### config.mk
export PLATFORM = sky130hd
export DESIGN_NAME = thr_irq_ctrl
export DESIGN_NICKNAME = d
export VERILOG_FILES = /design/src/rtl/thr_irq_pkg.sv /design/src/rtl/w1c_event_flag.sv /design/src/rtl/occ_threshold_flag.sv /design/src/rtl/thr_irq_ctrl.sv
export SDC_FILE = /design/constraint.sdc
export NUM_CORES = 1
export LEC_CHECK = 0
export CORE_MARGIN = 2
export CORE_UTILIZATION = 41
export CTS_BUF_LIST = sky130_fd_sc_hd__clkbuf_4 sky130_fd_sc_hd__clkbuf_8 sky130_fd_sc_hd__clkbuf_16
export CTS_CLUSTER_SIZE = 14
export DETAILED_ROUTE_END_ITERATION = 6
export GPL_ROUTABILITY_DRIVEN = 0
export PLACE_DENSITY = 0.8
export SYNTH_ARGS = -nofsm -noshare
export SYNTH_HDL_FRONTEND = slang
export SYNTH_SLANG_ARGS = --single-unit
### constraint.sdc
create_clock -name clk -period 1.5 [get_ports clk]
set_input_delay 0.3 -clock clk [delete_from_list [all_inputs] [get_ports clk]]
set_output_delay 0.3 -clock clk [all_outputs]
set_load 0.05 [all_outputs]
### src/rtl/thr_irq_pkg.sv
// Package: shared register indices and bit positions for the threshold
// interrupt controller. Assumes a 16-bit register port with word indexing.
package thr_irq_pkg;
    localparam int AW    = 3;
    localparam int DW    = 16;
    localparam int TH_W  = 4;

    localparam logic [AW-1:0] A_PEND  = 3'd0;
    localparam logic [AW-1:0] A_EN    = 3'd1;
    localparam logic [AW-1:0] A_STAT  = 3'd2;
    localparam logic [AW-1:0] A_RXC   = 3'd3;
    localparam logic [AW-1:0] A_TXC   = 3'd4;
    localparam logic [AW-1:0] A_RXCNT = 3'd5;

    localparam int B_DONE  = 0;
    localparam int B_RXT   = 4;
    localparam int B_TXT   = 5;
    localparam int B_STOP  = 6;
    localparam int B_FLUSH = 7;
    localparam int B_TO    = 9;
    localparam int TH_LSB  = 8;
    localparam int N_EV    = 3;

    localparam logic [DW-1:0] SRC_MASK = 16'h0271;

    // Maps an event index to its pending bit position.
    function automatic int ev_pos(input int idx);
        case (idx)
            0:       return B_DONE;
            1:       return B_STOP;
            default: return B_TO;
        endcase
    endfunction
endpackage

### src/rtl/w1c_event_flag.sv
// Module: one sticky event flag. An event pulse sets it. A clear strobe
// resets it. The set wins when both arrive together. Assumes a
// synchronous active-low reset.
module w1c_event_flag (
    input  logic clk,
    input  logic rst_n,
    input  logic set_i,
    input  logic clr_i,
    output logic flag_o
);
    // Holds the flag, with set taking priority over clear.
    always_ff @(posedge clk) begin
        if (!rst_n)     flag_o <= 1'b0;
        else if (set_i) flag_o <= 1'b1;
        else if (clr_i) flag_o <= 1'b0;
    end

    AST_EVT_SET: assert property (@(posedge clk) disable iff (!rst_n)
        set_i |=> flag_o);
    AST_EVT_CLR: assert property (@(posedge clk) disable iff (!rst_n)
        (clr_i && !set_i) |=> !flag_o);
endmodule

### src/rtl/occ_threshold_flag.sv
// Module: a registered occupancy-versus-threshold comparison. AT_LEAST=1
// tests count >= threshold and AT_LEAST=0 tests count <= threshold.
// Assumes CNT_W >= TH_W.
module occ_threshold_flag #(
    parameter int CNT_W    = 5,
    parameter int TH_W     = 4,
    parameter bit AT_LEAST = 1'b1
) (
    input  logic             clk,
    input  logic             rst_n,
    input  logic [CNT_W-1:0] count_i,
    input  logic [TH_W-1:0]  thr_i,
    output logic             flag_o
);
    localparam int PAD = CNT_W - TH_W;

    logic [CNT_W-1:0] thr_ext;
    logic             hit;

    // Widens the threshold to the count width.
    always_comb thr_ext = {{PAD{1'b0}}, thr_i};

    generate
        if (AT_LEAST) begin : g_ge
            // Tests whether occupancy is at or above the threshold.
            always_comb hit = (count_i >= thr_ext);
        end else begin : g_le
            // Tests whether occupancy is at or below the threshold.
            always_comb hit = (count_i <= thr_ext);
        end
    endgenerate

    // Registers the comparison result once per clock.
    always_ff @(posedge clk) begin
        if (!rst_n) flag_o <= 1'b0;
        else        flag_o <= hit;
    end
endmodule

### src/rtl/thr_irq_ctrl.sv
// Module: top level of the threshold interrupt controller. Holds the
// pending, enable and threshold registers, issues flush pulses, serves
// reads and registers the IRQ. Assumes the FIFO counts and event pulses
// come from the same clock domain.
module thr_irq_ctrl
    import thr_irq_pkg::*;
#(
    parameter int CNT_W = 5
) (
    input  logic             clk,
    input  logic             rst_n,
    input  logic             wr_en,
    input  logic [2:0]       wr_addr,
    input  logic [15:0]      wr_data,
    input  logic [2:0]       rd_addr,
    output logic [15:0]      rd_data,
    input  logic [CNT_W-1:0] rx_count,
    input  logic [CNT_W-1:0] tx_count,
    input  logic             busy,
    input  logic             ev_done,
    input  logic             ev_stop,
    input  logic             ev_timeout,
    output logic             irq,
    output logic             rx_flush,
    output logic             tx_flush
);
    localparam int                FULL     = (1 << TH_W) - 1;
    localparam logic [CNT_W-1:0]  FULL_CNT = CNT_W'(FULL);

    logic [DW-1:0]   en_q;
    logic [TH_W-1:0] rx_th_q;
    logic [TH_W-1:0] tx_th_q;
    logic [N_EV-1:0] ev_in;
    logic [N_EV-1:0] ev_q;
    logic            rx_thr;
    logic            tx_thr;
    logic [DW-1:0]   pend_vec;
    logic            pend_wr;
    logic [TH_W-1:0] rx_cnt_fld;

    // Collects the event pulses in index order.
    always_comb begin
        ev_in   = {ev_timeout, ev_stop, ev_done};
        pend_wr = wr_en && (wr_addr == A_PEND);
    end

    generate
        for (genvar g = 0; g < N_EV; g++) begin : g_ev
            w1c_event_flag u_flag (
                .clk    (clk),
                .rst_n  (rst_n),
                .set_i  (ev_in[g]),
                .clr_i  (pend_wr && wr_data[ev_pos(g)]),
                .flag_o (ev_q[g])
            );
        end
    endgenerate

    occ_threshold_flag #(.CNT_W(CNT_W), .TH_W(TH_W), .AT_LEAST(1'b1)) u_rx_thr (
        .clk(clk), .rst_n(rst_n), .count_i(rx_count), .thr_i(rx_th_q), .flag_o(rx_thr)
    );

    occ_threshold_flag #(.CNT_W(CNT_W), .TH_W(TH_W), .AT_LEAST(1'b0)) u_tx_thr (
        .clk(clk), .rst_n(rst_n), .count_i(tx_count), .thr_i(tx_th_q), .flag_o(tx_thr)
    );

    // Places each pending source at its bit position.
    always_comb begin
        pend_vec           = '0;
        pend_vec[B_DONE]   = ev_q[0];
        pend_vec[B_STOP]   = ev_q[1];
        pend_vec[B_TO]     = ev_q[2];
        pend_vec[B_RXT]    = rx_thr;
        pend_vec[B_TXT]    = tx_thr;
    end

    // Holds the software-written enables and thresholds.
    always_ff @(posedge clk) begin
        if (!rst_n) begin
            en_q    <= '0;
            rx_th_q <= '0;
            tx_th_q <= '0;
        end else if (wr_en) begin
            if (wr_addr == A_EN)  en_q    <= wr_data & SRC_MASK;
            if (wr_addr == A_RXC) rx_th_q <= wr_data[TH_LSB +: TH_W];
            if (wr_addr == A_TXC) tx_th_q <= wr_data[TH_LSB +: TH_W];
        end
    end

    // Issues the one-cycle flush requests that follow a flush write.
    always_ff @(posedge clk) begin
        if (!rst_n) begin
            rx_flush <= 1'b0;
            tx_flush <= 1'b0;
        end else begin
            rx_flush <= wr_en && (wr_addr == A_RXC) && wr_data[B_FLUSH];
            tx_flush <= wr_en && (wr_addr == A_TXC) && wr_data[B_FLUSH];
        end
    end

    // Registers the masked OR of all pending sources.
    always_ff @(posedge clk) begin
        if (!rst_n) irq <= 1'b0;
        else        irq <= |(pend_vec & en_q);
    end

    // Saturates the receive count into the 4-bit report field.
    always_comb rx_cnt_fld = (rx_count > FULL_CNT) ? TH_W'(FULL) : rx_count[TH_W-1:0];

    // Selects the read data for the current read index.
    always_comb begin
        rd_data = '0;
        case (rd_addr)
            A_PEND:  rd_data = pend_vec;
            A_EN:    rd_data = en_q;
            A_STAT:  begin
                rd_data[0] = busy;
                rd_data[1] = (rx_count == '0);
                rd_data[5] = busy;
            end
            A_RXC:   rd_data[TH_LSB +: TH_W] = rx_th_q;
            A_TXC:   rd_data[TH_LSB +: TH_W] = tx_th_q;
            A_RXCNT: rd_data[TH_LSB +: TH_W] = rx_cnt_fld;
            default: rd_data = '0;
        endcase
    end

    AST_RX_THR_SET: assert property (@(posedge clk) disable iff (!rst_n)
        ({{(CNT_W-TH_W){1'b0}}, rx_th_q} <= rx_count) |=> pend_vec[B_RXT]);
    AST_TX_THR_CLR: assert property (@(posedge clk) disable iff (!rst_n)
        (tx_count > {{(CNT_W-TH_W){1'b0}}, tx_th_q}) |=> !pend_vec[B_TXT]);
    AST_IRQ_HIGH: assert property (@(posedge clk) disable iff (!rst_n)
        (|(pend_vec & en_q)) |=> irq);
    AST_IRQ_LOW: assert property (@(posedge clk) disable iff (!rst_n)
        !(|(pend_vec & en_q)) |=> !irq);
    AST_RX_FLUSH: assert property (@(posedge clk) disable iff (!rst_n)
        (wr_en && wr_addr == A_RXC && wr_data[B_FLUSH]) |=> rx_flush);
    AST_TX_FLUSH_ONE: assert property (@(posedge clk) disable iff (!rst_n)
        !(wr_en && wr_addr == A_TXC && wr_data[B_FLUSH]) |=> !tx_flush);
endmodule

==> impl_metrics.csv, run 1 <==
group,metric,value,unit
final_layout,multi_input_area,801,um2
final_layout,fin_cells,244,
clocking,cts_tree,"yes",
floorplanning,die_area,3500,um2
placement,placement.io_buffers,43,
synthesis,netlist_top_cells_area,"dfxtp_1, ha_1, o21ai_0, mux2i_1, buf_4",
worst_hold_path,min_from,"en_q[4]",
floorplanning,die_width,59.1,um
synthesis,synth-seq-cells,21,
setup_path,crit_fanout,4,
run,cap_violations,0,
drt,vias_per_cell,5.26,
synthesis,avgSynthCellArea,8.20,um2
setup_path,ff2ff_path_depth,7,
timing,fin_hold_ws,490,ps
clocking,ctsRootBufferMaster,"clkbuf_4",
floorplanning,die_height,59.1,um
setup_path,r2r_end,"u_tx_thr.flag_o",
synthesis,syn_inst,152,
global_route,grt_usage,0.203,
synthesis,synth_top_cell_by_area,"dfxtp_1",
drt,route.detailed.drc,0,
pwr,leakage,0.833,nW
worst_hold_path,hp-class,"reg2reg",
final_layout,area_growth,66.9,%
setup_path,required,1200,ps
outcome,violations,"setup timing",
synthesis,synth.top_cell.area_share,0.337,
setup_path,r2r_slack,140,ps
global_route,grt_max_degree,27,
setup_path,r2r-start,"tx_th_q[1]",
clocking,ctsHoldBuffers,0,
global_route,antenna_found_initial,0,
clocking,clock-sinks,21,
timing,slew_violations,0,
timing,setup_viol,5,
setup_path,cp_data_arrival_time,1260,ps
global_route,grt-ovfl-total,0,
placement,dp.cells,234,
timing,clock_skew,2.26,ps
final_layout,num-fill-cells,248,
drt,wl_per_cell,13.2,um
timing,worst_slack,-62.6,ps
floorplanning,ios,58,
final_layout,antennaDiodeCount,0,
setup_path,worst_setup_path_end_kind,"output pin",
floorplanning,core-area,2980,um2
clocking,htreeDepth,1,
final_layout,postLayoutCoreUtil,0.698,
final_layout,drive_gt1_frac,0.318,
timing,fin_crit_sh,1.04,
synthesis,yosysMostFrequentCell,"dfxtp_1",
drt,vias,1283,
placement,dp_slack,-443,ps
synthesis,async_flop_share,0,
synthesis,synth.distinct_cells,35,
global_route,grt_pass1_vias,1298,
final_layout,layout.nets,259,
timing,hold_viol,0,
synthesis,ys_seq_area_frac,0.337,
timing,max_freq,640,MHz
outcome,status,"complete, but fails checks",
pwr,powerDensity,618,nW/um2
timing,period_needed,1560,ps
worst_hold_path,whs_path_depth,2,
synthesis,synth_top_flop_cell,"dfxtp_1",
floorplanning,row_count,20,
drt,first_pass_iters,4,
final_layout,register_area,430,um2
placement,dp_hpwl,2550,um
drt,ant_nets,0,
clocking,numCtsBuffers,3,
pwr,peakVddDrop,0.465,mV
clocking,clock_path_buffers,2,
drt,drt_iter0_drc,44,
drt,drt_wl_total,3230,um
synthesis,synth_area,1250,um2
synthesis,synth_edf_count,0,
timing,rsz0062_at_grt,"true",
clocking,clk_pin_slew,110,ps
worst_hold_path,hold_end,"en_q[4]",
global_route,grt_pass1_wl,5480,um
clocking,insertion_delay,290,ps
setup_path,startpoint,"rx_count[4]",
setup_path,start_kind,"input pin",
floorplanning,initial_core_util,0.418,
synthesis,yosys_warnings,0,
synthesis,netlist_top_cells_count,"dfxtp_1, o21ai_0, inv_1, nand3_1",
setup_path,critical_path_class,"in2out",
[cell usage in the layout (no fill, tap or decap), types with 2 or more instances in the layout]
master	synthesis	layout
nand2_1	9	9
ha_1	8	8
nand3b_1	2	2
conb_1	1	7
nand3_1	10	10
dlygate4sd2_1	0	4
clkdlybuf4s50_1	0	22
a31oi_1	4	4
o221ai_2	0	2
nor2_1	5	4
dfxtp_1	21	13
nor3_2	0	4
dfxtp_2	0	8
buf_12	0	11
buf_4	9	20
o21ai_0	17	15
inv_1	14	14
clkbuf_4	0	4
mux2i_1	7	7
buf_6	0	4
nor3b_1	2	2
a211oi_2	0	2
nor2b_1	7	6
[state kept, by name, summed over array words and instances (netlist names)]
signal and flops:
en_q 5, rx_th_q 4, tx_flush 1, rx_flush 1, u_tx_thr.flag_o 1, u_rx_thr.flag_o 1
tx_th_q 4, g_ev.u_flag.flag_o 3, irq 1
[cell families (layout without fill, tap and decap cells)]
kind of cell,Yosys count,in the layout,share of synthesized area
simple gates,48,48,0.215
compound gates,37,37,0.188
buf+inv,30,83,0.120
flops,21,21,0.337
fa+ha+maj,8,8,0.0803
mux,7,7,0.0562
other cells,1,7,0.00301
[worst max-delay path by stage]
stage / endpoint
after floorplan: rd_data[6]
after global placement: rd_data[9]
after detailed placement: rd_data[5]
after CTS: rd_data[9]
after global routing: rd_data[9]
final: rd_data[1]
[per-stage QoR]
stage / power (mW) / TNS, ps / area, um2
after floorplan: 0.811 / -845 / 1320
after global placement: 0.972 / -3580 / 1920
after global routing: 1.34 / -457 / 2080
after detailed placement: 0.986 / -4170 / 1920
after CTS: 1.28 / -100 / 2060
final: 1.28 / -196 / 2080
[routing by layer]
| layer | up-vias | global-route usage | part of all wire |
|---|---|---|---|
| met5 | - | 0 | 0 |
| met4 | 0 | 0.0877 | 0.023 |
| met3 | 8 | 0.0153 | 0.053 |
| met2 | 43 | 0.383 | 0.52 |
| met1 | 580 | 0.232 | 0.40 |
| li1 | 652 | - | - |
[timing repair]
| action | 4_1_cts | 5_1_grt |
|---|---|---|
| buffers inserted | 4 | 1 |
| gates cloned | 1 | 0 |
| endpoints found under the setup margin | 9 | 9 |
| pin swaps | 12 | 5 |
| resized for setup | 36 | 11 |
[layout make-up]
class,instances,share of cell area
Sequential cell,21,0.207
Clock buffer,4,0.0144
Timing Repair Buffer,65,0.348
Multi-Input combinational cell,107,0.385
Tap cell,33,0.0199
Inverter,14,0.0253
[power breakdown]
part / internal [mW] / total [mW] / switching [mW]
Clock: 0.121 / 0.280 / 0.158
Sequential: 0.577 / 0.592 / 0.0148
Combinational: 0.202 / 0.412 / 0.210
[critical path, stage by stage]
cell and delay (ps):
dlygate4sd2_1 280, nor2_1 240, and4_1 290, buf_12 150
(Power assumes the default switching activity.)
==> run 2, diff against run 1 <==
--- a/config.mk
+++ b/config.mk
@@ -6,12 +6,13 @@
 export NUM_CORES = 1
 export LEC_CHECK = 0
 export CORE_MARGIN = 2
-export CORE_UTILIZATION = 41
+export CORE_UTILIZATION = 50
 export CTS_BUF_LIST = sky130_fd_sc_hd__clkbuf_4 sky130_fd_sc_hd__clkbuf_8 sky130_fd_sc_hd__clkbuf_16
 export CTS_CLUSTER_SIZE = 14
 export DETAILED_ROUTE_END_ITERATION = 6
+export DONT_BUFFER_PORTS = 1
 export GPL_ROUTABILITY_DRIVEN = 0
-export PLACE_DENSITY = 0.8
+export SKIP_CTS_REPAIR_TIMING = 1
 export SYNTH_ARGS = -nofsm -noshare
 export SYNTH_HDL_FRONTEND = slang
 export SYNTH_SLANG_ARGS = --single-unit
==> run 2 against run 1 <==
Compared with the run above: the run still ends with setup timing left; final area shrank 31%; first-iteration DRC count fell by 50%; global-route usage fell by 1.9 points; core utilization shrank 10 points; clock skew is 2.5 ps higher; power shrank 15%; register-to-register slack better by 110 ps; largest cell class unchanged.
==> impl_metrics.csv, run 2 (synthesized netlist as in run 1, its figures left out) <==
group,metric,value,unit
outcome,status,"complete, but fails checks",
outcome,violations,"setup timing",
final_layout,num-fill-cells,222,
timing,rsz0062_at_grt,"true",
timing,worst_slack,-30.1,ps
setup_path,cp_data_arrival_time,1230,ps
worst_hold_path,min_from,"wr_data[6]",
global_route,met3_usage,0.0250,
final_layout,stdcell_area,1440,um2
setup_path,critical_path_class,"reg2out",
setup_path,start_kind,"register",
floorplanning,die_area,2910,um2
final_layout,antennaDiodeCount,0,
final_layout,final_cell_mix,"o21ai_0, inv_1, dfxtp_1",
timing,fin_crit_sh,1.02,
timing,worst_pin_slew,544,ps
timing,slew-limit-headroom,0.632,
worst_hold_path,hold_end,"g_ev[1].u_flag.flag_o",
floorplanning,core-area,2410,um2
placement,placement.io_buffers,0,
placement,dp.cells,181,
global_route,grt-ovfl-total,0,
pwr,powerDensity,756,nW/um2
global_route,grtUsageMet1,0.247,
final_layout,drive_gt1_frac,0.218,
timing,setup_viol,1,
clocking,cts_tree,"yes",
timing,period_needed,1530,ps
final_layout,regMostFlops,"en_q",
global_route,top_usage_layer,"met2",
timing,max_freq,654,MHz
drt,route.detailed.drc,0,
final_layout,register_area,429,um2
clocking,numCtsBuffers,3,
final_layout,final_common_cell,"o21ai_0",
final_layout,multi_input_area,778,um2
final_layout,fin_cells,186,
placement,dp_slack,173,ps
final_layout,area_growth,15.8,%
drt,wl_per_cell,13.4,um
setup_path,r2r-start,"tx_th_q[1]",
drt,drt_wl_total,2500,um
clocking,insertion_delay,300,ps
timing,tns,-30.1,ps
global_route,grt_pass1_wl,3860,um
timing,hold_viol,0,
placement,placed_area,1350,um2
clocking,clock-sinks,21,
drt,drt_iter0_drc,22,
clocking,ctsRootBufferMaster,"clkbuf_4",
clocking,htreeDepth,1,
timing,slew_violations,0,
timing,clock_skew,4.75,ps
floorplanning,die_height,53.9,um
floorplanning,ios,58,
worst_hold_path,whs_path_depth,1,
final_layout,reg_top3,"en_q: 5 flops, rx_th_q: 4 flops, tx_th_q: 4 flops",
pwr,leakage,0.545,nW
setup_path,critPathMaxStageDelay,340,ps
global_route,antenna_found_initial,0,
setup_path,ff2ff_path_depth,6,
global_route,grt_max_degree,31,
setup_path,path_cells,"nor2_1 > a211o_1 > a21oi_4 > buf_12",
global_route,grt_usage,0.184,
setup_path,worst_setup_path_end_kind,"output pin",
setup_path,cpMaxStageDelayCell,"dfxtp_2",
floorplanning,row_count,18,
worst_hold_path,hp-class,"in2reg",
clocking,clock_path_buffers,2,
final_layout,largest_reg_flops,5,
placement,dp_hpwl,2000,um
pwr,peakVddDrop,0.556,mV
drt,ant_nets,0,
floorplanning,die_width,53.9,um
drt,first_pass_iters,4,
final_layout,layout.nets,204,
floorplanning,initial_core_util,0.517,
clocking,clk_pin_slew,110,ps
global_route,gr-usage-met2,0.291,
run,cap_violations,0,
setup_path,required,1200,ps
global_route,grt_pass1_vias,921,
drt,vias_per_cell,5.60,
setup_path,r2r_end,"u_tx_thr.flag_o",
setup_path,crit_fanout,2,
drt,vias,1042,
setup_path,r2r_slack,250,ps
run 2: how the worst max path moves through the flow:
stage | startpoint | to | slack, ps | cells after the start
2_1_floorplan | rd_addr[0] | rd_data[6] | -150 | 4
4_1_cts | tx_th_q[1] | rd_data[9] | -180 | 4
3_3_place_gp | tx_th_q[1] | rd_data[9] | 170 | 4
6_report | tx_th_q[1] | rd_data[9] | -30 | 4
3_5_place_dp | tx_th_q[1] | rd_data[9] | 170 | 4
5_1_grt | tx_th_q[1] | rd_data[9] | -70 | 4
run 2: metrics by stage:
step | total power [mW] | hold WS [ps] | utilization
floorplan | 0.811 | 401 | -
global placement | 0.807 | 402 | 0.562
detailed placement | 0.811 | 406 | 0.562
CTS | 1.09 | 75.8 | 0.574
global route | 1.14 | 69.5 | 0.599
finish | 1.09 | 73.3 | 0.599
run 2: worst max-delay path: cells and delay by family (launching register included):
kind	cells	cell delay, ps
flip-flops	1	340
AO/OA/AOI/OAI	2	400
buffers and inverters	1	150
AND/OR/NAND/NOR	1	40
run 2: layout make-up:
type | count | area share
clock buffers | 4 | 0.0208
inverters | 14 | 0.0364
multi-input cells | 107 | 0.539
flip-flops and latches | 21 | 0.297
well taps | 30 | 0.0260
repair buffers | 10 | 0.0798
run 2: power by group:
group	leakage [nW]	internal [mW]	switching [mW]
clock	0.0184	0.122	0.159
combinational	0.353	0.0818	0.133
sequential	0.174	0.577	0.0176
run 2: metal layers:
metal  routed length, um  vias up
met2                1100       44
met5                   0        -
met3                 211        4
met4                  42        0
li1                    -      533
met1                1140      461
==> run 3, diff against run 2 <==
==> constraint.sdc (replaced) <==
create_clock -name clk -period 1.8 [get_ports clk]
set_input_delay 0.36 -clock clk [delete_from_list [all_inputs] [get_ports clk]]
set_output_delay 0.36 -clock clk [all_outputs]
set_load 0.05 [all_outputs]
==> run 3 against run 2 <==
Compared with the run above: the flow now finishes without violations; first-iteration DRC count shrank 9.1%; register-to-register slack improved by 300 ps; clock-buffer cell count decreased by 1; sequential share of layout area rose by 1.5 points; die area did not move; worst hold slack improved by 70 ps; final area shrank 6.8%; sequential power shrank 17%; cell count stayed put; critical endpoint unchanged; largest cell class unchanged; largest power group unchanged.
==> impl_metrics.csv, run 3 (synthesized netlist as in run 1, its figures left out) <==
group,metric,value,unit
timing,tns,0,ps
final_layout,stdcell_area,1350,um2
placement,dp_hpwl,2080,um
global_route,grt_usage,0.191,
clocking,cts_tree,"yes",
setup_path,r2r_end,"u_tx_thr.flag_o",
setup_path,critPathMaxStageDelay,390,ps
final_layout,regMostFlops,"en_q",
global_route,grt_pass1_wl,4030,um
setup_path,r2r_slack,550,ps
setup_path,crit_fanout,3,
timing,worst_slack,84.7,ps
timing,worst_pin_slew,570,ps
floorplanning,initial_core_util,0.517,
timing,hold_viol,0,
setup_path,r2r-start,"tx_th_q[2]",
setup_path,cp_data_arrival_time,1360,ps
setup_path,path_cells,"nor2_1 > a211o_1 > a21oi_2 > buf_4",
setup_path,required,1440,ps
final_layout,final_common_cell,"dfxtp_1",
final_layout,area_growth,7.93,%
pwr,pwr-share-comb,0.185,
final_layout,drive_gt1_frac,0.135,
clocking,clock-sinks,21,
floorplanning,row_count,18,
floorplanning,die_width,53.9,um
setup_path,startpoint,"tx_th_q[1]",
pwr,p_int,0.619,mW
pwr,p_clk_frac,0.250,
worst_hold_path,whs_path_depth,1,
timing,fin_hold_ws,143,ps
drt,route.detailed.drc,0,
final_layout,final_cell_mix,"dfxtp_1, o21ai_0, inv_1",
final_layout,num-fill-cells,243,
global_route,grt_max_degree,31,
setup_path,critical_path_class,"reg2out",
worst_hold_path,hp-class,"in2reg",
floorplanning,core-area,2410,um2
pwr,p_total,0.877,mW
clocking,numCtsBuffers,3,
timing,period_needed,1720,ps
global_route,grt-ovfl-total,0,
outcome,status,"finished clean",
timing,setup_viol,0,
placement,dp.cells,182,
final_layout,largest_reg_flops,5,
drt,wl_per_cell,13.7,um
global_route,antenna_found_initial,0,
clocking,clock_path_buffers,2,
run,cap_violations,0,
pwr,peakVddDrop,0.497,mV
timing,clock_skew,6.87,ps
setup_path,cpMaxStageDelayCell,"dfxtp_1",
setup_path,start_kind,"register",
setup_path,worst_setup_path_end_kind,"output pin",
drt,ant_nets,0,
clocking,ctsRootBufferMaster,"clkbuf_4",
clocking,htreeDepth,1,
pwr,p_switching,0.258,mW
final_layout,antennaDiodeCount,0,
timing,slew-limit-headroom,0.615,
pwr,leakage,0.526,nW
global_route,grt_pass1_vias,955,
final_layout,reg_top3,"en_q: 5 flops, rx_th_q: 4 flops, tx_th_q: 4 flops",
floorplanning,ios,58,
final_layout,layout.nets,204,
placement,placement.io_buffers,0,
drt,drt_iter0_drc,20,
pwr,share_seq_of_total_power,0.564,
drt,first_pass_iters,7,
placement,placed_area,1320,um2
setup_path,ff2ff_path_depth,5,
floorplanning,die_area,2910,um2
drt,vias_per_cell,5.58,
pwr,powerDensity,652,nW/um2
final_layout,postLayoutCoreUtil,0.558,
clocking,insertion_delay,290,ps
floorplanning,die_height,53.9,um
pwr,swShare,0.294,
timing,rsz0062_at_grt,"false",
placement,dp_slack,368,ps
timing,max_freq,583,MHz
final_layout,fin_cells,186,
timing,fin_crit_sh,0.953,
setup_path,crit_path_end,"rd_data[9]",
drt,drt_wl_total,2540,um
clocking,clk_pin_slew,120,ps
drt,vias,1037,
timing,slew_violations,0,
[run 3: changes by cell type in the layout (fill, tap and decap cells not counted), sizes merged]
cell    delta
clkbuf     -1
clkinv     +1
[run 3: layout make-up]
class / instances / area [um2] / area share
well taps: 30 / 37.5 / 0.0279
clock inverters: 1 / 5.00 / 0.00372
inverters: 14 / 52.6 / 0.0391
flip-flops and latches: 21 / 420 / 0.313
repair buffers: 10 / 75.1 / 0.0558
multi-input cells: 107 / 732 / 0.544
clock buffers: 3 / 22.5 / 0.0167
[run 3: critical path, delay by kind of cell (launching register included)]
kind                   cells  cell delay [ps]
AOI/OAI and AO/OA          2              400
DFF                        1              390
buffers and inverters      1              200
and+or+nand+nor            1               60
[run 3: worst min path at each step]
| stage | start | end |
|---|---|---|
| floorplan | rx_th_q[2] | rx_th_q[2] |
| global placement | rx_th_q[2] | rx_th_q[2] |
| detailed placement | wr_data[6] | g_ev[1].u_flag.flag_o |
| CTS | wr_data[6] | g_ev[1].u_flag.flag_o |
| global route | wr_data[9] | g_ev[2].u_flag.flag_o |
| finish | wr_data[6] | g_ev[1].u_flag.flag_o |
[run 3: layer usage]
metal	routed length [um]	global-route usage	part of all wire
met3	181	0.0306	0.071
met2	1160	0.315	0.46
met5	0	0	0
met1	1200	0.263	0.47
met4	0	0.0385	0
[run 3: power groups by stage]
stage | registers, mW | clock network (mW) | logic, mW
after floorplan | 0.501 | 0 | 0.168
after global placement | 0.504 | 0 | 0.160
after detailed placement | 0.505 | 0 | 0.163
after CTS | 0.494 | 0.222 | 0.164
after global routing | 0.497 | 0.246 | 0.179
final | 0.495 | 0.220 | 0.163
